[src/rtl/smb_wrblk_pkg.sv]
package smb_wrblk_pkg;
  typedef struct packed {
    logic allow;
    logic deny;
  } verdict_t;
endpackage

[src/rtl/smb_wrblk_lock.sv]
module smb_wrblk_lock (
  input  logic clk_i,
  input  logic rst_ni,
  input  logic wr_i,
  input  logic wdata_i,
  output logic prot_o
);
  logic prot_q, lock_q;

  always_ff @(posedge clk_i or negedge rst_ni) begin
    if (!rst_ni) begin
      prot_q <= 1'b0;
      lock_q <= 1'b0;
    end else if (wr_i && !lock_q) begin
      prot_q <= wdata_i;
      lock_q <= 1'b1;
    end
  end

  assign prot_o = prot_q;

  a_r5_locked_stable: assert property (@(posedge clk_i) disable iff (!rst_ni)
    lock_q |=> $stable(prot_q));
  a_r5_first_write_loads: assert property (@(posedge clk_i) disable iff (!rst_ni)
    (wr_i && !lock_q) |=> (lock_q && prot_q == $past(wdata_i)));
endmodule

[src/rtl/smb_wrblk_classify.sv]
module smb_wrblk_classify
  import smb_wrblk_pkg::*;
#(
  parameter int unsigned ADDR_W = 8,
  parameter logic [ADDR_W-1:0] WIN_LO = 8'hA0,
  parameter logic [ADDR_W-1:0] WIN_HI = 8'hAE
) (
  input  logic [ADDR_W-1:0] addr_i,
  input  logic              prot_i,
  output verdict_t          verdict_o
);
  logic in_win, is_write;

  assign in_win   = (addr_i >= WIN_LO) && (addr_i <= WIN_HI);
  assign is_write = ~addr_i[0];

  always_comb begin
    verdict_o.deny  = prot_i && in_win && is_write;
    verdict_o.allow = ~verdict_o.deny;
  end
endmodule

[src/rtl/smb_wrblk_hold.sv]
module smb_wrblk_hold
  import smb_wrblk_pkg::*;
(
  input  logic     clk_i,
  input  logic     rst_ni,
  input  logic     start_i,
  input  logic     stop_i,
  input  verdict_t verdict_i,
  output logic     active_o,
  output logic     allow_o,
  output logic     abort_o
);
  logic active_q, allow_q, abort_q;

  always_ff @(posedge clk_i or negedge rst_ni) begin
    if (!rst_ni) begin
      active_q <= 1'b0;
      allow_q  <= 1'b0;
      abort_q  <= 1'b0;
    end else begin
      abort_q <= 1'b0;
      if (start_i) begin
        active_q <= 1'b1;
        allow_q  <= verdict_i.allow;
        abort_q  <= verdict_i.deny;
      end else if (stop_i) begin
        active_q <= 1'b0;
        allow_q  <= 1'b0;
      end
    end
  end

  assign active_o = active_q;
  assign allow_o  = allow_q;
  assign abort_o  = abort_q;

  a_r7_allow_held: assert property (@(posedge clk_i) disable iff (!rst_ni)
    (active_q && !start_i && !stop_i) |=> $stable(allow_q));
  a_r7_stop_idles: assert property (@(posedge clk_i) disable iff (!rst_ni)
    (stop_i && !start_i) |=> (!active_q && !allow_q));
  a_r8_abort_pulse: assert property (@(posedge clk_i) disable iff (!rst_ni)
    abort_q |=> !abort_q);
  a_r8_abort_denied_only: assert property (@(posedge clk_i) disable iff (!rst_ni)
    abort_q |-> (active_q && !allow_q));
endmodule

[src/rtl/smb_wrblk_err.sv]
module smb_wrblk_err (
  input  logic clk_i,
  input  logic rst_ni,
  input  logic set_i,
  input  logic clr_i,
  output logic err_o
);
  logic err_q;

  always_ff @(posedge clk_i or negedge rst_ni) begin
    if (!rst_ni)     err_q <= 1'b0;
    else if (set_i)  err_q <= 1'b1;
    else if (clr_i)  err_q <= 1'b0;
  end

  assign err_o = err_q;

  a_r2_denial_flags: assert property (@(posedge clk_i) disable iff (!rst_ni)
    set_i |=> err_q);
  a_r9_clear_works: assert property (@(posedge clk_i) disable iff (!rst_ni)
    (clr_i && !set_i) |=> !err_q);
  a_r9_sticky: assert property (@(posedge clk_i) disable iff (!rst_ni)
    (err_q && !clr_i) |=> err_q);
endmodule

[src/rtl/smb_spd_wr_guard.sv]
module smb_spd_wr_guard
  import smb_wrblk_pkg::*;
#(
  parameter int unsigned ADDR_W = 8,
  parameter logic [ADDR_W-1:0] WIN_LO = 8'hA0,
  parameter logic [ADDR_W-1:0] WIN_HI = 8'hAE
) (
  input  logic              clk_i,
  input  logic              rst_ni,
  input  logic              txn_start_i,
  input  logic [ADDR_W-1:0] addr_byte_i,
  input  logic              txn_stop_i,
  input  logic              prot_wr_i,
  input  logic              prot_wdata_i,
  input  logic              err_clr_i,
  output logic              txn_active_o,
  output logic              allow_o,
  output logic              abort_o,
  output logic              prot_o,
  output logic              err_o
);
  verdict_t verdict;
  logic     prot;

  smb_wrblk_lock u_lock (
    .clk_i, .rst_ni,
    .wr_i(prot_wr_i), .wdata_i(prot_wdata_i), .prot_o(prot)
  );

  smb_wrblk_classify #(.ADDR_W(ADDR_W), .WIN_LO(WIN_LO), .WIN_HI(WIN_HI)) u_cls (
    .addr_i(addr_byte_i), .prot_i(prot), .verdict_o(verdict)
  );

  smb_wrblk_hold u_hold (
    .clk_i, .rst_ni,
    .start_i(txn_start_i), .stop_i(txn_stop_i), .verdict_i(verdict),
    .active_o(txn_active_o), .allow_o(allow_o), .abort_o(abort_o)
  );

  smb_wrblk_err u_err (
    .clk_i, .rst_ni,
    .set_i(txn_start_i && verdict.deny), .clr_i(err_clr_i), .err_o(err_o)
  );

  assign prot_o = prot;

  a_r1_unprotected_allows: assert property (@(posedge clk_i) disable iff (!rst_ni)
    (txn_start_i && !prot_o) |=> (allow_o && !abort_o));
  a_r3_outside_window: assert property (@(posedge clk_i) disable iff (!rst_ni)
    (txn_start_i && (addr_byte_i < WIN_LO || addr_byte_i > WIN_HI)) |=> allow_o);
  a_r4_reads_pass: assert property (@(posedge clk_i) disable iff (!rst_ni)
    (txn_start_i && addr_byte_i[0]) |=> (allow_o && !abort_o));
  a_r2_protected_write_denied: assert property (@(posedge clk_i) disable iff (!rst_ni)
    (txn_start_i && prot_o && !addr_byte_i[0] && addr_byte_i >= WIN_LO && addr_byte_i <= WIN_HI)
      |=> (!allow_o && abort_o && err_o));
endmodule

[config.mk]
export PLATFORM = sky130hd
export DESIGN_NAME = smb_spd_wr_guard
export DESIGN_NICKNAME = d
export VERILOG_FILES = /design/src/rtl/smb_wrblk_pkg.sv /design/src/rtl/smb_wrblk_lock.sv /design/src/rtl/smb_wrblk_classify.sv /design/src/rtl/smb_wrblk_hold.sv /design/src/rtl/smb_wrblk_err.sv /design/src/rtl/smb_spd_wr_guard.sv
export SDC_FILE = /design/constraint.sdc
export NUM_CORES = 1
export LEC_CHECK = 0
export BUFFER_PORTS_ARGS = -buffer_cell sky130_fd_sc_hd__buf_2
export CORE_AREA = 2 2 39 41
export CTS_CLUSTER_SIZE = 20
export DETAILED_ROUTE_END_ITERATION = 8
export DIE_AREA = 0 0 41 43
export GPL_TIMING_DRIVEN = 0
export HOLD_SLACK_MARGIN = 0.08
export SYNTH_ARGS = -nofsm -noshare
export SYNTH_HDL_FRONTEND = slang
export SYNTH_SLANG_ARGS = --single-unit
[constraint.sdc]
create_clock -name clk_i -period 1.1 [get_ports clk_i]
set_input_delay 0.11 -clock clk_i [delete_from_list [all_inputs] [get_ports clk_i]]
set_output_delay 0.11 -clock clk_i [all_outputs]
set_load 0.02 [all_outputs]
== Word level (Yosys, flattened, before mapping) ==
Cells that the tools add are included.

* Register bits: 6
* Bits of input ports: 15
* Word-level logic and storage cells: 24
* Output and inout bits: 5

* Reduce and logical (&&, ||, !) cells: 8
* Bitwise gates (word level): 2
* Magnitude comparators: 2
* Mux-type cells: 6

{| class="wikitable"
|+ Operators with widths
! kind !! number
|-
| $ge 8x8->1 const B || 1
|-
| $le 8x8->1 const B || 1
|-
| $mux 1 || 6
|-
| $logic_and 1x1->1 || 5
|-
| $reduce_bool 2->1 || 2
|-
| $not 1->1 || 2
|-
| $logic_not 1->1 || 1
|}

== Longest topological paths before layout ==
Gate-level depths: netlist of run 1.

* Depth after elaboration: 6
* Depth in mapped cells: 2
* Depth with buffers taken out: 2

== By module ==
Synthesis of run 1 repeated with hierarchy kept, for this count alone.

* Cells, all modules: 20
* Area, all modules: 264.0 µm²

{| class="wikitable"
|+ By module, submodules not included
! module !! cells an instance !! seq. area each (µm²) !! area each (µm²) !! times used
|-
| smb_wrblk_hold || 8 || 75.1 || 107.6 || 1
|-
| smb_wrblk_lock || 5 || 50.0 || 85.1 || 1
|-
| smb_wrblk_err || 3 || 25.0 || 36.3 || 1
|-
| smb_wrblk_classify || 3 || 0.0 || 28.8 || 1
|-
| smb_spd_wr_guard || 1 || 0.0 || 6.3 || 1
|}

== Worst setup path after synthesis of run 1 ==
Ideal clock, no wire load.

* Kind: register to register
* From: register u_lock.prot_q, in the netlist u_lock.prot_o
* To: register u_hold.allow_q, in the netlist u_hold.allow_o
* Setup slack: 0.035 ns
* Arrival: 0.938 ns
* Path buffers: 0
* Data required time: 0.974 ns
* Stages on the path, launching flop included: 3
* Library setup time: 0.126 ns
* Clock period less this slack: 1.065 ns
* Cell sequence: dfrtp_1 -> nand4bb_1 -> o32a_1

* Cells in the longest elaborated chain, start to end: 4

{| class="wikitable"
|+ RTL lines
! element !! RTL line !! source
|-
| from (decl) || smb_wrblk_lock.sv:8 || <nowiki>logic prot_q, lock_q;</nowiki>
|-
| from (signal assigned) || smb_wrblk_lock.sv:15 || <nowiki>prot_q <= wdata_i;</nowiki>
|-
| $logic_and 1x1->1 (2 in a row) || smb_wrblk_classify.sv:18 || <nowiki>verdict_o.deny = prot_i && in_win && is_write;</nowiki>
|-
| $not 1->1 || smb_wrblk_classify.sv:19 || <nowiki>verdict_o.allow = ~verdict_o.deny;</nowiki>
|-
| $mux 1 || smb_wrblk_hold.sv:22 || <nowiki>if (start_i) begin</nowiki>
|-
| to (signal assigned) || smb_wrblk_hold.sv:24 || <nowiki>allow_q <= verdict_i.allow;</nowiki>
|-
| to (decl) || smb_wrblk_hold.sv:13 || <nowiki>logic active_q, allow_q, abort_q;</nowiki>
|}

No other way between the ends.
A chain may end at the register's enable or synchronous reset.

== Worst setup path after layout of run 1 ==
* From: input port prot_wr_i
* To: register u_lock.prot_q, in the netlist u_lock.prot_o

* Cells in the longest elaborated chain, start to end: 1

{| class="wikitable"
|+ RTL lines
! element !! RTL line !! source
|-
| from (decl) || smb_spd_wr_guard.sv:13 || <nowiki>input logic prot_wr_i,</nowiki>
|-
| $logic_and 1x1->1 || smb_wrblk_lock.sv:14 || <nowiki>end else if (wr_i && !lock_q) begin</nowiki>
|}

No other way between the ends.

==> implementation parameters, run 1 <==
Parameter                              Value

Outcome
  Result of the run ... finished, final reports clean

CTS
  Number of sinks handled by clock tree synthesis ... 6
  Maximum clock path buffer count ... 2
  CTS Root Cell ... sky130_fd_sc_hd__clkbuf_4
  Insertion delay to the later sink of the worst-skew pair ... 0.24 ns
  Num CTS Buffers ... 3
  Clock slew seen by the registers of the worst setup and hold paths ... 0.04 ns
  Clock tree from TritonCTS ... done
  Htree depth ... 1

Timing
  Least-Margin Pin Slew ... 0.2411 ns
  Final Hold Vio Count ... 0
  Final setup vio count ... 0
  Unrepaired setup endpoints after global routing ... false
  Fmax ... 947.6 MHz
  Sum Neg Setup Slack ... 0 ns
  Worst slew margin relative to its limit ... 83.88%
  Slack of the critical path ... 0.04472 ns
  Period utilisation layout ... 95.93%
  Minimum clock period after layout ... 1.055 ns
  Max-slew violation count ... 0
  Worst clock skew ... 0.0008329 ns
  Worst-case hold slack ... 0.09522 ns

Synthesis
  Cell count after synthesis ... 18
  Netlist Area Pre-Place ... 234.0 sq um
  Async set or reset register ratio after synthesis ... 100.0%
  Syn Nets ... 33
  Register bit total from synthesis ... 6
  Area contributors post-synth ... sky130_fd_sc_hd__dfrtp_1 (64%), sky130_fd_sc_hd__nor2b_1 (5.3%), sky130_fd_sc_hd__mux2_2 (4.8%)
  EDFF count, synth ... 0
  Most frequent cell after synthesis ... sky130_fd_sc_hd__dfrtp_1
  Area fraction of the dominant cell type after synthesis ... 64.17%
  Cell type with the highest aggregate area in the netlist ... sky130_fd_sc_hd__dfrtp_1
  Count of synthesis-stage warnings from yosys ... 0
  Number of distinct standard cells referenced by the synthesized netlist ... 11
  Mapped Avg Cell Area ... 13.00 sq um
  Sequential share of the synthesized area ... 64.17%
  List of most frequent post-synthesis cells ... sky130_fd_sc_hd__dfrtp_1 (6), sky130_fd_sc_hd__inv_1 (2), sky130_fd_sc_hd__nor2b_1 (2)
  Top flip-flop cell by instance count after synthesis ... sky130_fd_sc_hd__dfrtp_1

Floorplan
  Number of top-level design ports ... 20
  Die H ... 43 um
  Core region area ... 1384 sq um
  DIE AREA ... 1763 sq um
  Number of placement rows ... 14
  Die outline width ... 41 um
  Initial Utilization ... 16.91%

Global routing
  Via count of the first global-routing pass ... 201
  Largest net degree at the start of global routing ... 7
  Global-route usage over all layers ... 6.788%
  First-pass GRT wire length ... 724 um
  Number of antenna violations at the first check in global routing ... 0
  Total global routing overflow ... 0

Finish
  Count of inserted antenna diode cells ... 0
  Layout cell share with drive strength beyond 1 ... 53.66%
  Core Util, Final ... 29.20%
  Growth of design area from synthesis to finish ... 72.73%
  Count of nets after finishing ... 58
  Number of fill cells ... 145

Pwr
  Total Power Consumption ... 508.5 uW
  Worst vdd ir ... 0.0004881 V
  Part of the power in combinational logic ... 15.1%
  Share of total power consumed by net switching ... 22.15%
  Clock group share of total power ... 38.1%
  Leakage power total ... 0.0001976 uW
  Internal power of the cells ... 395.9 uW
  Sw Pwr ... 112.6 uW
  Power density over the cells ... 1258 nW/um^2
  Sequential Power Share ... 46.9%

Min path
  Cells on Worst Hold Path ... 2
  Min-delay worst type ... in -> reg

Placement
  Pre-CTS setup slack ... 0.09161 ns
  HPWL after DPL ... 413.6 um
  Routability congestion estimate from global placement ... 0.5312
  Input/output buffers ... 16

Setup path
  Startpoint type of the worst setup path ... primary input
  Data required time at the worst endpoint ... 1.22 ns
  Worst R2R Path Depth ... 2
  Arrival time worst endpoint ... 1.18 ns
  Element type at the critical path end ... flop
  Maximum fanout encountered on the critical timing path ... 2
  Class of the most critical setup path ... in -> reg

Drt
  Routed length per instance ... 9.175 um
  First-pass DRT Iterations ... 3
  Vias per Instance ... 3.965
  DRC violation total after the first TritonRoute iteration ... 4
  Via count of the routed design ... 226
  Final wirelength ... 523 um
  DRC violations left ... 0
  Routed Antenna Nets ... 0

Job
  Number of max-capacitance violations reported ... 0
[stage by stage]
step           std cells  cell area [sq um]
3_5_place_dp          50              334.1
2_1_floorplan         18              234.0
3_3_place_gp          50              334.1
6_report              57              404.1
5_1_grt               57              404.1
4_1_cts               57              396.6
[power groups by stage]
stage | Clock, uW | Sequential, uW | Combinational (uW)
after global placement | 0 | 241 | 65.0
after CTS | 205 | 238 | 76.6
after detailed placement | 0 | 241 | 64.9
after global routing | 223 | 238 | 84.0
final | 194 | 238 | 76.7
after floorplan | 0 | 253 | 15.3
[area by class of cell]
cell class | count | area, sq um | share of cell area (%)
Inverter | 2 | 7.507 | 1.858
Timing Repair Buffer | 20 | 120.1 | 29.72
Multi-Input combinational cell | 10 | 83.83 | 20.74
Tap cell | 16 | 20.02 | 4.954
Clock buffer | 3 | 22.52 | 5.573
Sequential cell | 6 | 150.1 | 37.15
[metal layers]
layer  vias up  part of all wire (%)  track usage, %
li1        112                     -               -
met2        17                    33           8.438
met3         0                    18           6.283
met1        97                    49           7.285
met4         0                     0           4.000
met5         -                     0               0
[worst paths after layout]
kind / from / end / slack [ns]
max: prot_wr_i / u_lock.prot_o / 0.04
min reg2reg: u_hold.active_o / u_hold.active_o / 0.49
min: txn_start_i / u_hold.active_o / 0.1
min in group asynchronous: rst_ni / u_hold.allow_o / 0.23
max in group asynchronous: rst_ni / u_hold.abort_o / 0.73
max reg2reg: u_lock.prot_o / u_hold.allow_o / 0.09
[registers in the layout (all words and copies together), names as in the netlist]
register and count:
u_hold.allow_o 1, u_err.err_o 1, u_lock.lock_q 1, u_lock.prot_o 1, u_hold.active_o 1, u_hold.abort_o 1
[cells by family after synthesis]
group / after synthesis / share of synthesized area [%]
DFF: 6 / 64.17
and+or+nand+nor: 6 / 16.57
AOI/OAI and AO/OA: 3 / 11.23
buffers and inverters: 2 / 3.210
muxes: 1 / 4.812
[critical path, stage by stage]
cell                            delay, ns
sky130_fd_sc_hd__dlygate4sd3_1       0.52
sky130_fd_sc_hd__buf_2               0.10
sky130_fd_sc_hd__nor2b_4             0.12
sky130_fd_sc_hd__mux2_2              0.32
[cells in the final DEF, fill, tap and decap left out]
cell,Yosys,layout
sky130_fd_sc_hd__nor2b_4,0,1
sky130_fd_sc_hd__nand4bb_1,1,1
sky130_fd_sc_hd__nor2b_1,2,1
sky130_fd_sc_hd__mux2_2,1,1
sky130_fd_sc_hd__o32a_1,1,1
sky130_fd_sc_hd__a21o_1,1,1
sky130_fd_sc_hd__buf_2,0,16
sky130_fd_sc_hd__inv_1,2,2
sky130_fd_sc_hd__nand2_1,1,1
sky130_fd_sc_hd__clkbuf_4,0,3
sky130_fd_sc_hd__o32ai_1,1,1
sky130_fd_sc_hd__dlygate4sd3_1,0,4
sky130_fd_sc_hd__or2_2,1,1
sky130_fd_sc_hd__nor3_1,1,1
sky130_fd_sc_hd__dfrtp_1,6,6
[repair_timing]
item	CTS	global route
buffers inserted	0	0
endpoints found under the hold margin	9	0
gates resized for setup	0	2
hold buffers	4	0
setup endpoints to repair	0	1
(Power assumes the default switching activity.)
==> run 2: changes to the inputs <==
- clock period: 1.1 -> 0.95 ns (I/O delays scaled with it)
==> run 2 against run 1 <==
Routed wire length grew 16%. Die area did not move. Final area is 8.4% higher. Final cell count up 3.5%. Sequential share of layout area shrank 2.6 points. Clock power grew 30%. Sequential power grew 18%. Highest routed layer unchanged. Clock skew rose by 0.0051 ns. Largest cell class unchanged. The run now ends with negative setup slack left.
==> implementation parameters, run 2 (synthesized netlist as in run 1, its figures left out) <==
Parameter                              Value

CTS
  Post-CTS setup buffer count ... 0
  Number of sinks handled by clock tree synthesis ... 6
  Insertion delay to the later sink of the worst-skew pair ... 0.24 ns
  CTS Root Cell ... sky130_fd_sc_hd__clkbuf_4
  Clock slew seen by the registers of the worst setup and hold paths ... 0.05 ns
  Clock tree from TritonCTS ... done
  Number of hold buffers added after CTS ... 5
  Num CTS Buffers ... 3
  Maximum clock path buffer count ... 2
  Htree depth ... 1

Min path
  Min-delay worst type ... in -> reg

Global routing
  Number of antenna violations at the first check in global routing ... 0
  Largest net degree at the start of global routing ... 7
  Global-route usage over all layers ... 7.404%
  Total global routing overflow ... 0
  First-pass GRT wire length ... 765 um
  Via count of the first global-routing pass ... 204

Timing
  Final setup vio count ... 1
  Fmax ... 1043 MHz
  Max-slew violation count ... 0
  Unrepaired setup endpoints after global routing ... true
  Slack of the critical path ... -0.008431 ns
  Period utilisation layout ... 100.9%
  Sum Neg Setup Slack ... -0.008431 ns
  Worst clock skew ... 0.005895 ns
  Worst slew margin relative to its limit ... 87.42%
  Minimum clock period after layout ... 0.9584 ns
  Least-Margin Pin Slew ... 0.1887 ns
  Final Hold Vio Count ... 0

Setup path
  Standard cell with the maximum stage delay on the critical path ... sky130_fd_sc_hd__dfrtp_2
  Arrival time worst endpoint ... 1.08 ns
  Count of buffering cells on the critical path with inverters included ... 0
  Class of the most critical setup path ... reg -> reg
  Slack of the worst reg-to-reg path ... -0.008 ns
  Cells along the critical path ... nand4bb_4 -> o32a_1
  Data required time at the worst endpoint ... 1.07 ns
  Destination of the worst register-to-register timing path ... u_hold.allow_o
  CP startpoint ... u_lock.prot_o
  Critical R2R Launch ... u_lock.prot_o
  Largest delay share family, worst path ... flip-flops
  Element type at the critical path end ... flop
  Number of cells on the critical path ... 2
  Startpoint type of the worst setup path ... flop
  Worst R2R Path Depth ... 2
  Critical Path Max Stage Delay ... 0.40 ns
  Maximum fanout encountered on the critical timing path ... 3
  Worst Setup EP ... u_hold.allow_o

Pwr
  Worst vdd ir ... 0.0006861 V
  Leakage power total ... 0.0002041 uW
  Total Power Consumption ... 630.1 uW
  Power density over the cells ... 1439 nW/um^2

Finish
  Count of inserted antenna diode cells ... 0
  Growth of design area from synthesis to finish ... 87.17%
  Layout cell share with drive strength beyond 1 ... 58.14%
  Leading cell types in the layout, fill and taps excluded ... sky130_fd_sc_hd__buf_2 (16), sky130_fd_sc_hd__dlygate4sd3_1 (5), sky130_fd_sc_hd__dfrtp_1 (5), sky130_fd_sc_hd__clkbuf_4 (3), sky130_fd_sc_hd__inv_1 (2)
  Total area of sequential cells ... 151.4 sq um
  Most common cell after layout, fill and taps aside ... sky130_fd_sc_hd__buf_2
  Number of fill cells ... 146
  Core Util, Final ... 31.65%
  Count of nets after finishing ... 59
  Multi-input logic area ... 102.6 sq um

Outcome
  Result of the run ... finished, violations left
  Violations in the final reports ... negative setup slack

Placement
  HPWL after DPL ... 414 um
  Input/output buffers ... 16
  Routability congestion estimate from global placement ... 0.5162

Floorplan
  DIE AREA ... 1763 sq um
  Die outline width ... 41 um
  Die H ... 43 um
  Initial Utilization ... 16.91%
  Number of placement rows ... 14
  Number of top-level design ports ... 20
  Core region area ... 1384 sq um

Job
  Number of max-capacitance violations reported ... 0

Drt
  DRC violations left ... 0
  Routed length per instance ... 10.32 um
  DRC violation total after the first TritonRoute iteration ... 2
  Via count of the routed design ... 237
  Vias per Instance ... 4.017
  First-pass DRT Iterations ... 3
  Final wirelength ... 609 um
  Routed Antenna Nets ... 0
-- run 2: where the power goes --
part / internal [uW] / switching [uW]
combinational: 54.4 / 43.7
sequential: 269 / 10.7
clock: 159 / 93.2
-- run 2: final cells by class --
cell class / count / area share (%)
tap: 16 / 4.571
sequential: 6 / 34.57
clock buffer: 4 / 6.000
inverter: 2 / 1.714
timing repair buffer: 21 / 29.71
multi-input combinational: 10 / 23.43
-- run 2: metrics by stage --
step,hold slack [ns],cell area [sq um],cells,setup slack [ns]
after floorplan,-0.2006,235.2,18,-0.05951
after global placement,-0.07652,335.3,50,-0.04671
after detailed placement,-0.07922,335.3,50,-0.05405
after CTS,0.04235,411.6,59,-0.02489
after global routing,0.05150,437.9,59,-0.06094
final,0.05932,437.9,59,-0.008431
-- run 2: what timing repair did --
item | 4_1_cts | 5_1_grt
pin swaps | 1 | 0
endpoints found under the setup margin | 2 | 3
resized for setup | 0 | 3
hold endpoints to repair | 11 | 2
-- run 2: metal layers --
| layer | global-route usage [%] | vias to the layer above | share of wire [%] |
|---|---|---|---|
| li1 | - | 114 | - |
| met1 | 8.638 | 106 | 44 |
| met2 | 9.063 | 17 | 41 |
| met3 | 6.283 | 0 | 15 |
| met4 | 4.000 | 0 | 0 |
| met5 | 0 | - | 0 |
-- run 2: worst min path at each step --
stage	from	endpoint	cells after the start
after floorplan	rst_ni	u_err.err_o	0
after global placement	rst_ni	u_hold.active_o	1
after detailed placement	rst_ni	u_hold.abort_o	1
after CTS	addr_byte_i[6]	u_hold.abort_o	2
after global routing	addr_byte_i[6]	u_hold.abort_o	2
final	addr_byte_i[6]	u_hold.abort_o	2
==> run 3: changes to the inputs <==
- SYNTH_HIERARCHICAL: unset -> 1
==> run 3 against run 2 <==
The flow still finishes with violations (negative setup slack). Count of clock-buffer cells in the layout stayed put. Largest power group unchanged. Largest cell class unchanged. Critical path type unchanged. Critical endpoint is now u_err/err_o. Via count is 0.42% higher. Worst hold slack better by 0.046 ns. First-iteration DRC count is 100% higher. Routed wire length is 1.5% higher. Final area is 4.3% higher. Combinational power is 20% higher. Core utilization is 1.4 points higher. Synthesized cell count is 11% higher. Flip-flop and latch count stayed put. Total power is 4.3% higher. Clock power is 5% higher.
==> implementation parameters, run 3 <==
Parameter                              Value

Setup path
  Critical Path Max Stage Delay ... 0.39 ns
  Largest delay share family, worst path ... simple AND/OR/NAND/NOR gates
  Destination of the worst register-to-register timing path ... u_err/err_o
  Element type at the critical path end ... flop
  Class of the most critical setup path ... reg -> reg
  Cells along the critical path ... and4bb_1 -> and3b_1 -> and2_1 -> a21o_1
  Maximum fanout encountered on the critical timing path ... 2
  Arrival time worst endpoint ... 1.30 ns
  Data required time at the worst endpoint ... 1.10 ns
  Standard cell with the maximum stage delay on the critical path ... sky130_fd_sc_hd__dfrtp_2
  Slack of the worst reg-to-reg path ... -0.20 ns
  Startpoint type of the worst setup path ... flop
  Count of buffering cells on the critical path with inverters included ... 0
  Critical R2R Launch ... u_lock/prot_o
  CP startpoint ... u_lock/prot_o
  Worst R2R Path Depth ... 4

Pwr
  Sequential Power Share ... 41.7%
  Power density over the cells ... 1439 nW/um^2
  Leakage power total ... 0.0002477 uW
  Sw Pwr ... 156.6 uW
  Total Power Consumption ... 657.0 uW
  Clock group share of total power ... 40.3%
  Internal power of the cells ... 500.4 uW
  Share of total power consumed by net switching ... 23.83%
  Part of the power in combinational logic ... 17.9%
  Worst vdd ir ... 0.0006349 V

Floorplan
  Number of placement rows ... 14
  Initial Utilization ... 19.08%
  Number of top-level design ports ... 20
  Core region area ... 1384 sq um
  DIE AREA ... 1763 sq um
  Die outline width ... 41 um
  Die H ... 43 um

Synthesis
  Mapped Avg Cell Area ... 13.20 sq um
  Top flip-flop cell by instance count after synthesis ... sky130_fd_sc_hd__dfrtp_1
  Sequential share of the synthesized area ... 56.87%
  Most frequent cell after synthesis ... sky130_fd_sc_hd__dfrtp_1
  Syn Nets ... 35
  Async set or reset register ratio after synthesis ... 100.0%
  Cell type with the highest aggregate area in the netlist ... sky130_fd_sc_hd__dfrtp_1
  Cell count after synthesis ... 20
  Register bit total from synthesis ... 6
  Area contributors post-synth ... sky130_fd_sc_hd__dfrtp_1 (57%), sky130_fd_sc_hd__mux2_4 (5.7%), sky130_fd_sc_hd__nor2b_4 (5.2%)
  Count of synthesis-stage warnings from yosys ... 6
  Area fraction of the dominant cell type after synthesis ... 56.87%
  EDFF count, synth ... 0
  Number of distinct standard cells referenced by the synthesized netlist ... 14
  Netlist Area Pre-Place ... 264.0 sq um
  List of most frequent post-synthesis cells ... sky130_fd_sc_hd__dfrtp_1 (6), sky130_fd_sc_hd__inv_1 (2)

CTS
  Number of sinks handled by clock tree synthesis ... 6
  Num CTS Buffers ... 3
  Maximum clock path buffer count ... 2
  Clock slew seen by the registers of the worst setup and hold paths ... 0.05 ns
  CTS Root Cell ... sky130_fd_sc_hd__clkbuf_4
  Insertion delay to the later sink of the worst-skew pair ... 0.25 ns
  Htree depth ... 1
  Clock tree from TritonCTS ... done

Min path
  Hold Path End ... u_err/err_o
  Start point of the worst hold path ... err_clr_i
  Cells on Worst Hold Path ... 3
  Min-delay worst type ... in -> reg

Outcome
  Result of the run ... finished, violations left
  Violations in the final reports ... negative setup slack

Timing
  Max-slew violation count ... 0
  Sum Neg Setup Slack ... -0.5190 ns
  Worst slew margin relative to its limit ... 91.05%
  Slack of the critical path ... -0.2013 ns
  Final Hold Vio Count ... 0
  Final setup vio count ... 5
  Least-Margin Pin Slew ... 0.1342 ns
  Worst clock skew ... 0.005916 ns
  Fmax ... 868.6 MHz
  Unrepaired setup endpoints after global routing ... true
  Minimum clock period after layout ... 1.151 ns
  Period utilisation layout ... 121.2%

Drt
  First-pass DRT Iterations ... 3
  DRC violations left ... 0
  Routed length per instance ... 9.968 um
  Final wirelength ... 618 um
  Vias per Instance ... 3.839
  Via count of the routed design ... 238
  DRC violation total after the first TritonRoute iteration ... 4
  Routed Antenna Nets ... 0

Placement
  Input/output buffers ... 16
  Routability congestion estimate from global placement ... 0.6056
  Number of cells in the design after placement ... 52

Finish
  Growth of design area from synthesis to finish ... 72.99%
  Leading cell types in the layout, fill and taps excluded ... sky130_fd_sc_hd__buf_2 (15), sky130_fd_sc_hd__dfrtp_1 (5), sky130_fd_sc_hd__dlygate4sd3_1 (4), sky130_fd_sc_hd__clkbuf_4 (3)
  Number of fill cells ... 143
  Count of nets after finishing ... 62
  Non-filler instance count after layout ... 62
  Layout cell share with drive strength beyond 1 ... 58.70%
  Count of inserted antenna diode cells ... 0
  Most common cell after layout, fill and taps aside ... sky130_fd_sc_hd__buf_2
  Core Util, Final ... 33.00%

Global routing
  Via count of the first global-routing pass ... 229
  Total global routing overflow ... 0
  Global-route usage over all layers ... 8.392%
  Number of antenna violations at the first check in global routing ... 0
  First-pass GRT wire length ... 890 um
  Largest net degree at the start of global routing ... 7

Job
  Number of max-capacitance violations reported ... 0
## run 3: cell type report
class	instances	area (sq um)	share of cell area, %
sequential	6	151.4	33.15
timing repair buffer	22	145.1	31.78
multi-input combinational	12	106.4	23.29
clock buffer	4	26.28	5.753
tap	16	20.02	4.384
inverter	2	7.507	1.644
## run 3: repair_timing
item	in CTS	in global routing
hold buffers	4	0
setup buffers	1	1
pin swaps	1	2
endpoints found under the hold margin	9	0
resized for setup	2	1
setup endpoints to repair	3	5
## run 3: tightest hold or removal path, cell delays in order
cell                     delay, ns
sky130_fd_sc_hd__buf_2        0.10
sky130_fd_sc_hd__inv_1        0.04
sky130_fd_sc_hd__a21o_1       0.10
## run 3: logic make-up (layout without fill, tap and decap cells)
| family | after synthesis | count (layout) | share of synthesized area, % |
|---|---|---|---|
| simple gates | 8 | 8 | 25.12 |
| flops | 6 | 6 | 56.87 |
| compound gates | 3 | 3 | 9.481 |
| buf+inv | 2 | 28 | 2.845 |
| mux | 1 | 1 | 5.686 |
## run 3: metal layers
| metal | GRT usage [%] | up-vias | part of all wire [%] |
|---|---|---|---|
| met2 | 9.688 | 19 | 37 |
| met5 | 0 | - | 0 |
| met4 | 4.000 | 0 | 0 |
| met3 | 8.377 | 0 | 19 |
| met1 | 9.868 | 100 | 44 |
| li1 | - | 119 | - |
## run 3: worst max path at each step
stage / end / slack [ns] / cells after the start
final: u_err/err_o / -0.20 / 4
after global routing: u_err/err_o / -0.25 / 4
after CTS: u_err/err_o / -0.21 / 4
after detailed placement: u_err/err_o / -0.22 / 4
after global placement: u_err/err_o / -0.21 / 4
after floorplan: u_err/err_o / -0.24 / 4
## run 3: power by group through the flow
stage	sequential, uW	combinational, uW	clock [uW]
4_1_cts	274	107	282
6_report	274	118	265
3_5_place_dp	279	78.8	0
2_1_floorplan	294	20.9	0
5_1_grt	275	127	295
3_3_place_gp	279	78.2	0
## run 3: stage by stage
step                      hold slack (ns)  worst slack (ns)  instance area, sq um
after floorplan                   -0.2006           -0.2378                 265.3
after global placement           -0.07395           -0.2143                 365.4
after detailed placement         -0.07780           -0.2162                 365.4
after CTS                         0.09519           -0.2060                 445.4
after global routing               0.1120           -0.2453                 456.7
final                              0.1051           -0.2013                 456.7
